**src/rtl/spd_guard_pkg.sv**
```systemverilog
`timescale 1ns/1ps
package spd_guard_pkg;

    typedef enum logic [2:0] {
        ST_IDLE    = 3'd0,
        ST_RD_SET  = 3'd1,
        ST_WR_SET  = 3'd2,
        ST_HOLD    = 3'd3,
        ST_RD_CLR  = 3'd4,
        ST_WR_CLR  = 3'd5
    } guard_state_e;

endpackage

```
**src/rtl/spd_stall_detect.sv**
```systemverilog
`timescale 1ns/1ps
module spd_stall_detect #(
    parameter int                   STATE_W    = 6,
    parameter logic [STATE_W-1:0]   STUCK_CODE = 6'h0D
) (
    input  logic               link_down,
    input  logic [STATE_W-1:0] ltssm_state,
    input  logic               rx_valid,
    output logic               stuck
);

    always_comb begin
        stuck = !link_down && !rx_valid && (ltssm_state == STUCK_CODE);
    end

endmodule

```
**src/rtl/spd_hold_timer.sv**
```systemverilog
`timescale 1ns/1ps
module spd_hold_timer #(
    parameter int HOLD_CYCLES = 200000
) (
    input  logic clk,
    input  logic rst_n,
    input  logic start,
    output logic done
);

    localparam int CW = $clog2(HOLD_CYCLES + 1);
    localparam logic [CW-1:0] LAST = CW'(HOLD_CYCLES - 1);

    typedef struct packed {
        logic          run;
        logic [CW-1:0] cnt;
    } tmr_t;

    tmr_t tmr_d, tmr_q;

    always_comb begin
        tmr_d = tmr_q;
        if (start) begin
            tmr_d.run = 1'b1;
            tmr_d.cnt = '0;
        end else if (tmr_q.run) begin
            if (tmr_q.cnt == LAST) begin
                tmr_d.run = 1'b0;
            end else begin
                tmr_d.cnt = tmr_q.cnt + 1'b1;
            end
        end
    end

    always_ff @(posedge clk or negedge rst_n) begin
        if (!rst_n) begin
            tmr_q <= '0;
        end else begin
            tmr_q <= tmr_d;
        end
    end

    assign done = tmr_q.run && (tmr_q.cnt == LAST);

endmodule

```
**src/rtl/spd_sat_counter.sv**
```systemverilog
`timescale 1ns/1ps
module spd_sat_counter #(
    parameter int CNT_W = 8
) (
    input  logic             clk,
    input  logic             rst_n,
    input  logic             inc,
    output logic [CNT_W-1:0] count
);

    logic [CNT_W-1:0] count_d, count_q;

    always_comb begin
        count_d = count_q;
        if (inc && (count_q != {CNT_W{1'b1}})) begin
            count_d = count_q + 1'b1;
        end
    end

    always_ff @(posedge clk or negedge rst_n) begin
        if (!rst_n) begin
            count_q <= '0;
        end else begin
            count_q <= count_d;
        end
    end

    assign count = count_q;

endmodule

```
**src/rtl/spd_stall_guard.sv**
```systemverilog
`timescale 1ns/1ps
module spd_stall_guard
    import spd_guard_pkg::*;
#(
    parameter int                 STATE_W     = 6,
    parameter logic [STATE_W-1:0] STUCK_CODE  = 6'h0D,
    parameter int                 ADDR_W      = 16,
    parameter int                 DATA_W      = 16,
    parameter logic [ADDR_W-1:0]  OVR_ADDR    = 16'h1005,
    parameter logic [DATA_W-1:0]  OVR_MASK    = 16'h0028,
    parameter int                 HOLD_CYCLES = 200000,
    parameter int                 CNT_W       = 8
) (
    input  logic               clk,
    input  logic               rst_n,
    input  logic               check_tick,
    input  logic               link_down,
    input  logic [STATE_W-1:0] ltssm_state,
    input  logic               rx_valid,
    output logic               req_valid,
    output logic               req_write,
    output logic [ADDR_W-1:0]  req_addr,
    output logic [DATA_W-1:0]  req_wdata,
    input  logic               resp_valid,
    input  logic [DATA_W-1:0]  resp_rdata,
    input  logic               resp_err,
    output logic               recov_pulse,
    output logic [CNT_W-1:0]   recov_count,
    output logic               err_flag
);

    typedef struct packed {
        guard_state_e      st;
        logic [DATA_W-1:0] data;
        logic              err;
        logic              pulse;
    } regs_t;

    regs_t r_d, r_q;

    logic stuck;
    logic hold_start;
    logic hold_done;
    logic evt_inc;

    spd_stall_detect #(
        .STATE_W   (STATE_W),
        .STUCK_CODE(STUCK_CODE)
    ) i_detect (
        .link_down  (link_down),
        .ltssm_state(ltssm_state),
        .rx_valid   (rx_valid),
        .stuck      (stuck)
    );

    spd_hold_timer #(
        .HOLD_CYCLES(HOLD_CYCLES)
    ) i_timer (
        .clk  (clk),
        .rst_n(rst_n),
        .start(hold_start),
        .done (hold_done)
    );

    spd_sat_counter #(
        .CNT_W(CNT_W)
    ) i_count (
        .clk  (clk),
        .rst_n(rst_n),
        .inc  (evt_inc),
        .count(recov_count)
    );

    always_comb begin
        r_d        = r_q;
        r_d.pulse  = 1'b0;
        hold_start = 1'b0;
        evt_inc    = 1'b0;
        case (r_q.st)
            ST_IDLE: begin
                if (check_tick && stuck) begin
                    r_d.st = ST_RD_SET;
                end
            end
            ST_RD_SET: begin
                if (resp_valid) begin
                    if (resp_err) begin
                        r_d.err = 1'b1;
                        r_d.st  = ST_IDLE;
                    end else begin
                        r_d.data = resp_rdata | OVR_MASK;
                        r_d.st   = ST_WR_SET;
                    end
                end
            end
            ST_WR_SET: begin
                if (resp_valid) begin
                    if (resp_err) begin
                        r_d.err = 1'b1;
                        r_d.st  = ST_IDLE;
                    end else begin
                        hold_start = 1'b1;
                        r_d.st     = ST_HOLD;
                    end
                end
            end
            ST_HOLD: begin
                if (hold_done) begin
                    r_d.st = ST_RD_CLR;
                end
            end
            ST_RD_CLR: begin
                if (resp_valid) begin
                    if (resp_err) begin
                        r_d.err = 1'b1;
                        r_d.st  = ST_IDLE;
                    end else begin
                        r_d.data = resp_rdata & ~OVR_MASK;
                        r_d.st   = ST_WR_CLR;
                    end
                end
            end
            ST_WR_CLR: begin
                if (resp_valid) begin
                    if (resp_err) begin
                        r_d.err = 1'b1;
                    end else begin
                        r_d.pulse = 1'b1;
                        evt_inc   = 1'b1;
                    end
                    r_d.st = ST_IDLE;
                end
            end
            default: r_d.st = ST_IDLE;
        endcase
    end

    always_ff @(posedge clk or negedge rst_n) begin
        if (!rst_n) begin
            r_q <= '{st: ST_IDLE, data: '0, err: 1'b0, pulse: 1'b0};
        end else begin
            r_q <= r_d;
        end
    end

    assign req_valid   = (r_q.st == ST_RD_SET) || (r_q.st == ST_WR_SET) ||
                         (r_q.st == ST_RD_CLR) || (r_q.st == ST_WR_CLR);
    assign req_write   = (r_q.st == ST_WR_SET) || (r_q.st == ST_WR_CLR);
    assign req_addr    = OVR_ADDR;
    assign req_wdata   = r_q.data;
    assign recov_pulse = r_q.pulse;
    assign err_flag    = r_q.err;

endmodule

```
**config.mk**
```make
export PLATFORM = sky130hd
export DESIGN_NAME = spd_stall_guard
export DESIGN_NICKNAME = d
export VERILOG_FILES = /design/src/rtl/spd_guard_pkg.sv /design/src/rtl/spd_stall_detect.sv /design/src/rtl/spd_hold_timer.sv /design/src/rtl/spd_sat_counter.sv /design/src/rtl/spd_stall_guard.sv
export SDC_FILE = /design/constraint.sdc
export NUM_CORES = 1
export LEC_CHECK = 0
export ABC_AREA = 1
export BUFFER_PORTS_ARGS = -buffer_cell sky130_fd_sc_hd__buf_2
export CAP_MARGIN = 20
export CORE_ASPECT_RATIO = 0.9
export CORE_MARGIN = 3
export CORE_UTILIZATION = 30
export CTS_BUF_LIST = sky130_fd_sc_hd__clkbuf_4 sky130_fd_sc_hd__clkbuf_8
export CTS_CLUSTER_DIAMETER = 30
export CTS_CLUSTER_SIZE = 25
export DETAILED_ROUTE_END_ITERATION = 16
export HOLD_SLACK_MARGIN = 0.02
export SLEW_MARGIN = 20
export SYNTH_ARGS = -nofsm -noshare
export SYNTH_HDL_FRONTEND = slang
export SYNTH_SLANG_ARGS = --single-unit
```
**constraint.sdc**
```tcl
create_clock -name clk -period 1.7 [get_ports clk]
set_clock_uncertainty 0.05 [all_clocks]
set_input_delay 0.085 -clock clk [delete_from_list [all_inputs] [get_ports clk]]
set_output_delay 0.085 -clock clk [all_outputs]
set_load 0.01 [all_outputs]
```
==> key figures, run 1 <==
Placed design
  – Placed cell count: 533
  – Post-placement cell area: 0.003149 mm^2
  – Routability congestion estimate: 0.8748
  – # port buffers: 54
  – Final HPWL DP: 4768 um

Floorplanning
  – Ports: 73
  – Die Y: 98.65 um
  – Initial Utilization: 0.3108
  – Row cnt: 33
  – Die area: 0.01075 mm^2
  – Core Footprint: 0.009208 mm^2
  – Die width: 108.9 um

Timing
  – Measured slew at the worst slew-check pin: 537.8 ps
  – Final Hold Fails: 0
  – Relative slew slack: 0.6415
  – Count of final max-slew check failures: 0
  – Final setup fails: 0
  – RSZ-0062 raised after global routing: true
  – TNS Setup: 0 ps
  – Final period utilization: 0.9639
  – Fmax: 610.2 MHz
  – Final critical-path required period: 1639 ps

Run status
  – Outcome: finished clean

Clocking
  – Clk slew on worst S/H paths: 80 ps
  – Longest Clk Path Bufs: 2
  – CTS buffer count: 5
  – TritonCTS clock tree: built
  – Clk sink count: 47
  – CTS HTree Levels: 2
  – Root Driver: clkbuf_8
  – Clk_lat worst skew: 310 ps

Detailed routing
  – Initial DRC Count: 156
  – Detailed Routing Iterations Pass 1: 4
  – Avg WL per Cell: 11.66 um
  – Vias per cell: 4.447
  – Total Wirelength: 6539 um
  – Number of remaining DRC errors: 0
  – Detailed-route via count: 2495
  – DRT antenna net count: 0

Setup path
  – Worst Setup SP: r_q[18]
  – CP required: 1840 ps
  – Setup Crit Path Kind: flip-flop to flip-flop
  – Worst-path fanout max: 6
  – Startpoint class of the critical path: flip-flop
  – Worst path arrival time: 1780 ps
  – Critical path capture point type: flip-flop
  – FF-to-FF Start: r_q[18]

Logic synthesis
  – Synth top area share: 0.4110
  – Synth area leader: dfrtp_1
  – Syn avg cell area: 7.713 um^2
  – Seq/Total Area, Yosys: 0.4110
  – Synth cell types: 35
  – Post-synth EDFFs: 0
  – Synth Flop Type: dfrtp_1
  – Most common cell in the synthesized netlist: nand2_1
  – Post-synthesis instance area: 0.002861 mm^2
  – Asr flop ratio synth: 1.000
  – Area contributors post-synth: dfrtp_1 41%, nand2_1 16%, buf_4 8.4%
  – Cells after Synth: 371
  – Synthesis-stage register bit count: 47
  – Yosys Warn Count: 0
  – Post-synth top cells: 120 x nand2_1, 47 x dfrtp_1, 32 x buf_4, 32 x nand3_1, 28 x nor2_1

Cells and area
  – FILL cells: 949
  – Layout area overhead: 21.16%
  – Fin nets: 470
  – Non-filler cells in the finished layout: 561
  – Final Util: 0.3765
  – Ratio of cells with drive above 1 in the final layout: 0.2551
  – Ant. Diodes: 0
  – Final instance area: 0.003467 mm^2

GRT
  – Global-route wire length before repair: 11230 um
  – Largest net degree at the start of global routing: 27
  – Initial antenna violation count: 0
  – Total congestion overflow: 0
  – Vias in the first global route: 2414
  – GRT Resource Usage Total: 0.1292

Pwr
  – VDD IR max: 0.4582 mV
  – Leak pwr: 1.778 nW
  – Power per cell area: 1174 mW/mm^2

Flow run
  – MaxCap Viol Count: 0

Worst hold path
  – Worst hold path class: primary input to flip-flop
  – Worst Hold Launch: rx_valid
[power breakdown]
| group | switching (mW) | internal, mW |
|---|---|---|
| Clock | 0.386 | 0.282 |
| Combinational | 0.906 | 0.696 |
| Sequential | 0.337 | 1.46 |
| Total | 1.63 | 2.44 |
[cells in the final DEF, fill, tap and decap left out, types with 3 or more instances in the layout]
cell type / instances
a21oi_1: 5
buf_2: 54
buf_4: 12
clkbuf_8: 5
conb_1: 16
dfrtp_1: 44
dfrtp_2: 3
dlygate4sd3_1: 18
inv_1: 26
inv_2: 8
nand2_1: 119
nand3_1: 32
nand3_2: 3
nand4_1: 15
nor2_1: 28
nor2_2: 3
nor2_4: 3
nor3_1: 3
o21ai_1: 4
o21ai_2: 7
xnor2_1: 3
xor2_1: 6
[layout make-up]
class                           count  area [um^2]  area share
Clock buffer                        5        68.82     0.01985
Clock inverter                      2        13.76    0.003970
Inverter                           34        127.6     0.03681
Multi-Input combinational cell    266         1364      0.3934
Sequential cell                    47         1180      0.3403
Tap cell                          122        152.6     0.04403
Timing Repair Buffer               85        560.5      0.1617
[worst paths after layout]
kind | endpoint | slack [ps] | cells past startpoint
setup / recovery | err_flag | 60 | 5
hold reg to reg | req_wdata[1] | 420 | 2
min in group asynchronous | req_wdata[10] | 240 | 2
hold / removal | r_q[20] | 170 | 6
setup reg to reg | err_flag | 60 | 5
max in group asynchronous | i_timer.tmr_q[6] | 830 | 3
[kinds of logic (layout without fill, tap and decap cells)]
| kind of cell | Yosys count | after routing | share of synthesized area |
|---|---|---|---|
| buffers and inverters | 72 | 126 | 0.1408 |
| DFF | 47 | 47 | 0.4110 |
| adders and majority gates | 2 | 2 | 0.008744 |
| and+or+nand+nor | 215 | 215 | 0.3516 |
| AOI/OAI and AO/OA | 24 | 24 | 0.05772 |
| other | 2 | 16 | 0.002625 |
| xor gates and xnor gates | 9 | 9 | 0.02755 |
[stage by stage]
step | power [mW] | worst slack (ps) | hold slack (ps)
2_1_floorplan | 3.029 | 162.7 | -260.6
3_3_place_gp | 3.281 | 90.74 | 48.77
3_5_place_dp | 3.323 | 41.80 | 49.58
4_1_cts | 4.036 | 15.10 | 171.1
5_1_grt | 4.421 | -15.91 | 219.4
6_report | 4.070 | 61.29 | 171.5
[worst max-delay path, cell delays in order (launching register included)]
cell           delay (ps)
dfrtp_2               400
inv_1                  90
nand3_2               140
nand2_1                90
a31o_2                200
dlygate4sd3_1         560
[registers in the layout (all words and copies together) (netlist names)]
register       count
i_timer.tmr_q     19
req_wdata         15
i_count.count      8
r_q                3
err_flag           1
recov_pulse        1
[what timing repair did]
action,4_1_cts,5_1_grt
buffers inserted,0,3
hold endpoints to repair,37,0
gates resized for setup,0,9
endpoints found under the setup margin,0,10
hold buffers,18,0
[per-layer routing]
metal	GRT usage	part of all wire
met5	0	0
met4	0.02913	0.0095
met3	0.03667	0.053
met2	0.2120	0.47
met1	0.1687	0.46
(Power assumes the default switching activity.)
==> run 2, diff against run 1 <==
- REMOVE_ABC_BUFFERS: unset -> 1
==> run 2 against run 1 <==
Effect of this change: highest routed layer unchanged; first-iteration DRC count shrank 26%; largest power group unchanged; register-to-register slack improved by 40 ps; wire length rose by 4.0%.
==> key figures, run 2 (synthesis results as in run 1) <==
Run status
  – Outcome: finished clean

Floorplanning
  – Die area: 0.01075 mm^2 (unchanged)
  – Die Y: 98.65 um (unchanged)
  – Core Footprint: 0.009208 mm^2 (unchanged)
  – Ports: 73 (unchanged)
  – Initial Utilization: 0.3108 (unchanged)
  – Row cnt: 33 (unchanged)
  – Die width: 108.9 um (unchanged)

Cells and area
  – Final instance area: 0.003507 mm^2 (+1.2%)
  – Ratio of cells with drive above 1 in the final layout: 0.2551 (unchanged)
  – Most frequent cells in the layout: 119 x nand2_1, 54 x buf_2, 47 x dfrtp_1, 32 x nand3_1, 27 x nor2_1
  – Reg with most FFs: i_timer.tmr_q
  – Ant. Diodes: 0 (unchanged)
  – Area of the multi-input gates: 0.001360 mm^2 (-0.28%)
  – Max FFs per register: 19 (unchanged)
  – Layout area overhead: 22.56%
  – Most common cell after layout, fill and taps aside: nand2_1
  – Non-filler cells in the finished layout: 561 (unchanged)
  – FILL cells: 951 (+0.21%)
  – FF/Latch Area: 0.001176 mm^2 (-0.32%)
  – Fin nets: 469 (-0.21%)

Setup path
  – Biggest cell delay along the critical path: 440 ps (-120 ps)
  – CP required: 1870 ps (+30 ps)
  – Top Family by Delay on Critical Path: simple AND/OR/NAND/NOR gates
  – Buf/Inv on CP: 1 (-1)
  – Critical path capture point type: flip-flop
  – CP dominant cell by count: nand2_1
  – Crit path cell chain: ha_4, nand3_4, nor2_4, nand3_4, nand2_8, nand2_4, nand2_1, nand2_1, nand2_1, inv_1
  – Worst-path fanout max: 13 (+7)
  – Startpoint class of the critical path: flip-flop
  – Setup Crit Path Kind: flip-flop to flip-flop
  – CP max stage cell: dfrtp_1
  – Worst path arrival time: 1770 ps (about the same)

Detailed routing
  – DRT antenna net count: 0 (unchanged)
  – Detailed Routing Iterations Pass 1: 4 (unchanged)
  – Initial DRC Count: 116 (-26%)
  – Total Wirelength: 6803 um (+4.0%)
  – Detailed-route via count: 2525 (+1.2%)
  – Avg WL per Cell: 12.13 um (+4.0%)
  – Number of remaining DRC errors: 0 (unchanged)
  – Vias per cell: 4.501 (+1.2%)

Worst hold path
  – Worst hold path class: primary input to async pin

Clocking
  – Clk slew on worst S/H paths: 100 ps (+20 ps)
  – Longest Clk Path Bufs: 2 (unchanged)
  – Root Driver: clkbuf_8
  – CTS buffer count: 5 (unchanged)
  – Clk sink count: 47 (unchanged)
  – TritonCTS clock tree: built
  – Clk_lat worst skew: 310 ps (about the same)
  – CTS HTree Levels: 2 (unchanged)

Flow run
  – MaxCap Viol Count: 0 (unchanged)

GRT
  – Total congestion overflow: 0 (unchanged)
  – Global-route wire length before repair: 11530 um (+2.7%)
  – Largest net degree at the start of global routing: 20 (-26%)
  – Initial antenna violation count: 0 (unchanged)
  – Vias in the first global route: 2458 (+1.8%)
  – GRT Resource Usage Total: 0.1337 (+0.004566)

Timing
  – Final setup fails: 0 (unchanged)
  – Final worst slack: 101.8 ps (+40.56 ps)
  – Final critical-path required period: 1598 ps (-40.56 ps)
  – Count of final max-slew check failures: 0 (unchanged)
  – RSZ-0062 raised after global routing: true
  – Final period utilization: 0.9401 (-0.02386)
  – Fmax: 625.7 MHz (+2.5%)
  – Final Hold Fails: 0 (unchanged)

Placed design
  – Routability congestion estimate: 0.8954 (+2.4%)
  – Placed cell count: 535 (+0.38%)
  – Final HPWL DP: 4947 um (+3.8%)
  – Post-placement cell area: 0.003164 mm^2 (+0.48%)
  – # port buffers: 54 (unchanged)
  – Pre-CTS setup slack: 60.24 ps (+18.44 ps)

Pwr
  – Power per cell area: 1265 mW/mm^2 (+7.7%)
  – VDD IR max: 0.6903 mV (+51%)
  – Leak pwr: 1.803 nW (+1.4%)
-- run 2: cell type report --
cell class | count | share of cell area
inverters | 34 | 0.03639
multi-input cells | 266 | 0.3878
clock inverters | 3 | 0.02034
flip-flops and latches | 47 | 0.3354
repair buffers | 84 | 0.1570
clock buffers | 5 | 0.01962
well taps | 122 | 0.04352
-- run 2: metrics by stage --
| step | hold WS [ps] | power, mW | util | TNS, ps |
|---|---|---|---|---|
| final | 194.2 | 4.435 | 0.3809 | 0 |
| after global routing | 232.0 | 4.776 | 0.3809 | -42.22 |
| after CTS | 212.4 | 4.414 | 0.3774 | 0 |
| after detailed placement | 5.274 | 3.353 | 0.3437 | 0 |
| after global placement | 7.087 | 3.313 | 0.3437 | 0 |
| after floorplan | -260.6 | 2.756 | - | 0 |
-- run 2: metal layers --
layer / global-route usage / part of all wire / vias up / routed length [um]
met4: 0.05534 / 0.020 / 0 / 133
met5: 0 / 0 / - / 0
met1: 0.1726 / 0.45 / 1164 / 3059
met3: 0.02489 / 0.054 / 12 / 369
li1: - / - / 1272 / -
met2: 0.2191 / 0.48 / 77 / 3240
-- run 2: worst paths after layout --
check / from / to / slack (ps) / cells after the start
max: i_timer.tmr_q[1] / i_timer.tmr_q[17] / 100 / 10
min: rst_n / i_timer.tmr_q[0] / 190 / 2
max reg2reg: i_timer.tmr_q[1] / i_timer.tmr_q[17] / 100 / 10
min reg2reg: req_wdata[10] / req_wdata[10] / 430 / 2
max in group asynchronous: rst_n / r_q[18] / 800 / 3
min in group clk: link_down / r_q[20] / 230 / 6
-- run 2: worst reg2reg max path, cell delays in order (launching register included) --
cell and delay (ps):
dfrtp_1 440, ha_4 190, nand3_4 100, nor2_4 140
nand3_4 140, nand2_8 100, nand2_4 130, nand2_1 90
nand2_1 40, nand2_1 50, inv_1 30
-- run 2: what timing repair did --
| item | 4_1_cts | 5_1_grt |
|---|---|---|
| setup buffers | 0 | 1 |
| endpoints found under the setup margin | 0 | 14 |
| resized for setup | 0 | 6 |
| endpoints found under the hold margin | 31 | 0 |
| hold buffers | 17 | 0 |
-- run 2: report_power, final --
part	internal [mW]	switching [mW]
Combinational	0.683	0.950
Clock	0.597	0.426
Sequential	1.46	0.323
Total	2.74	1.70
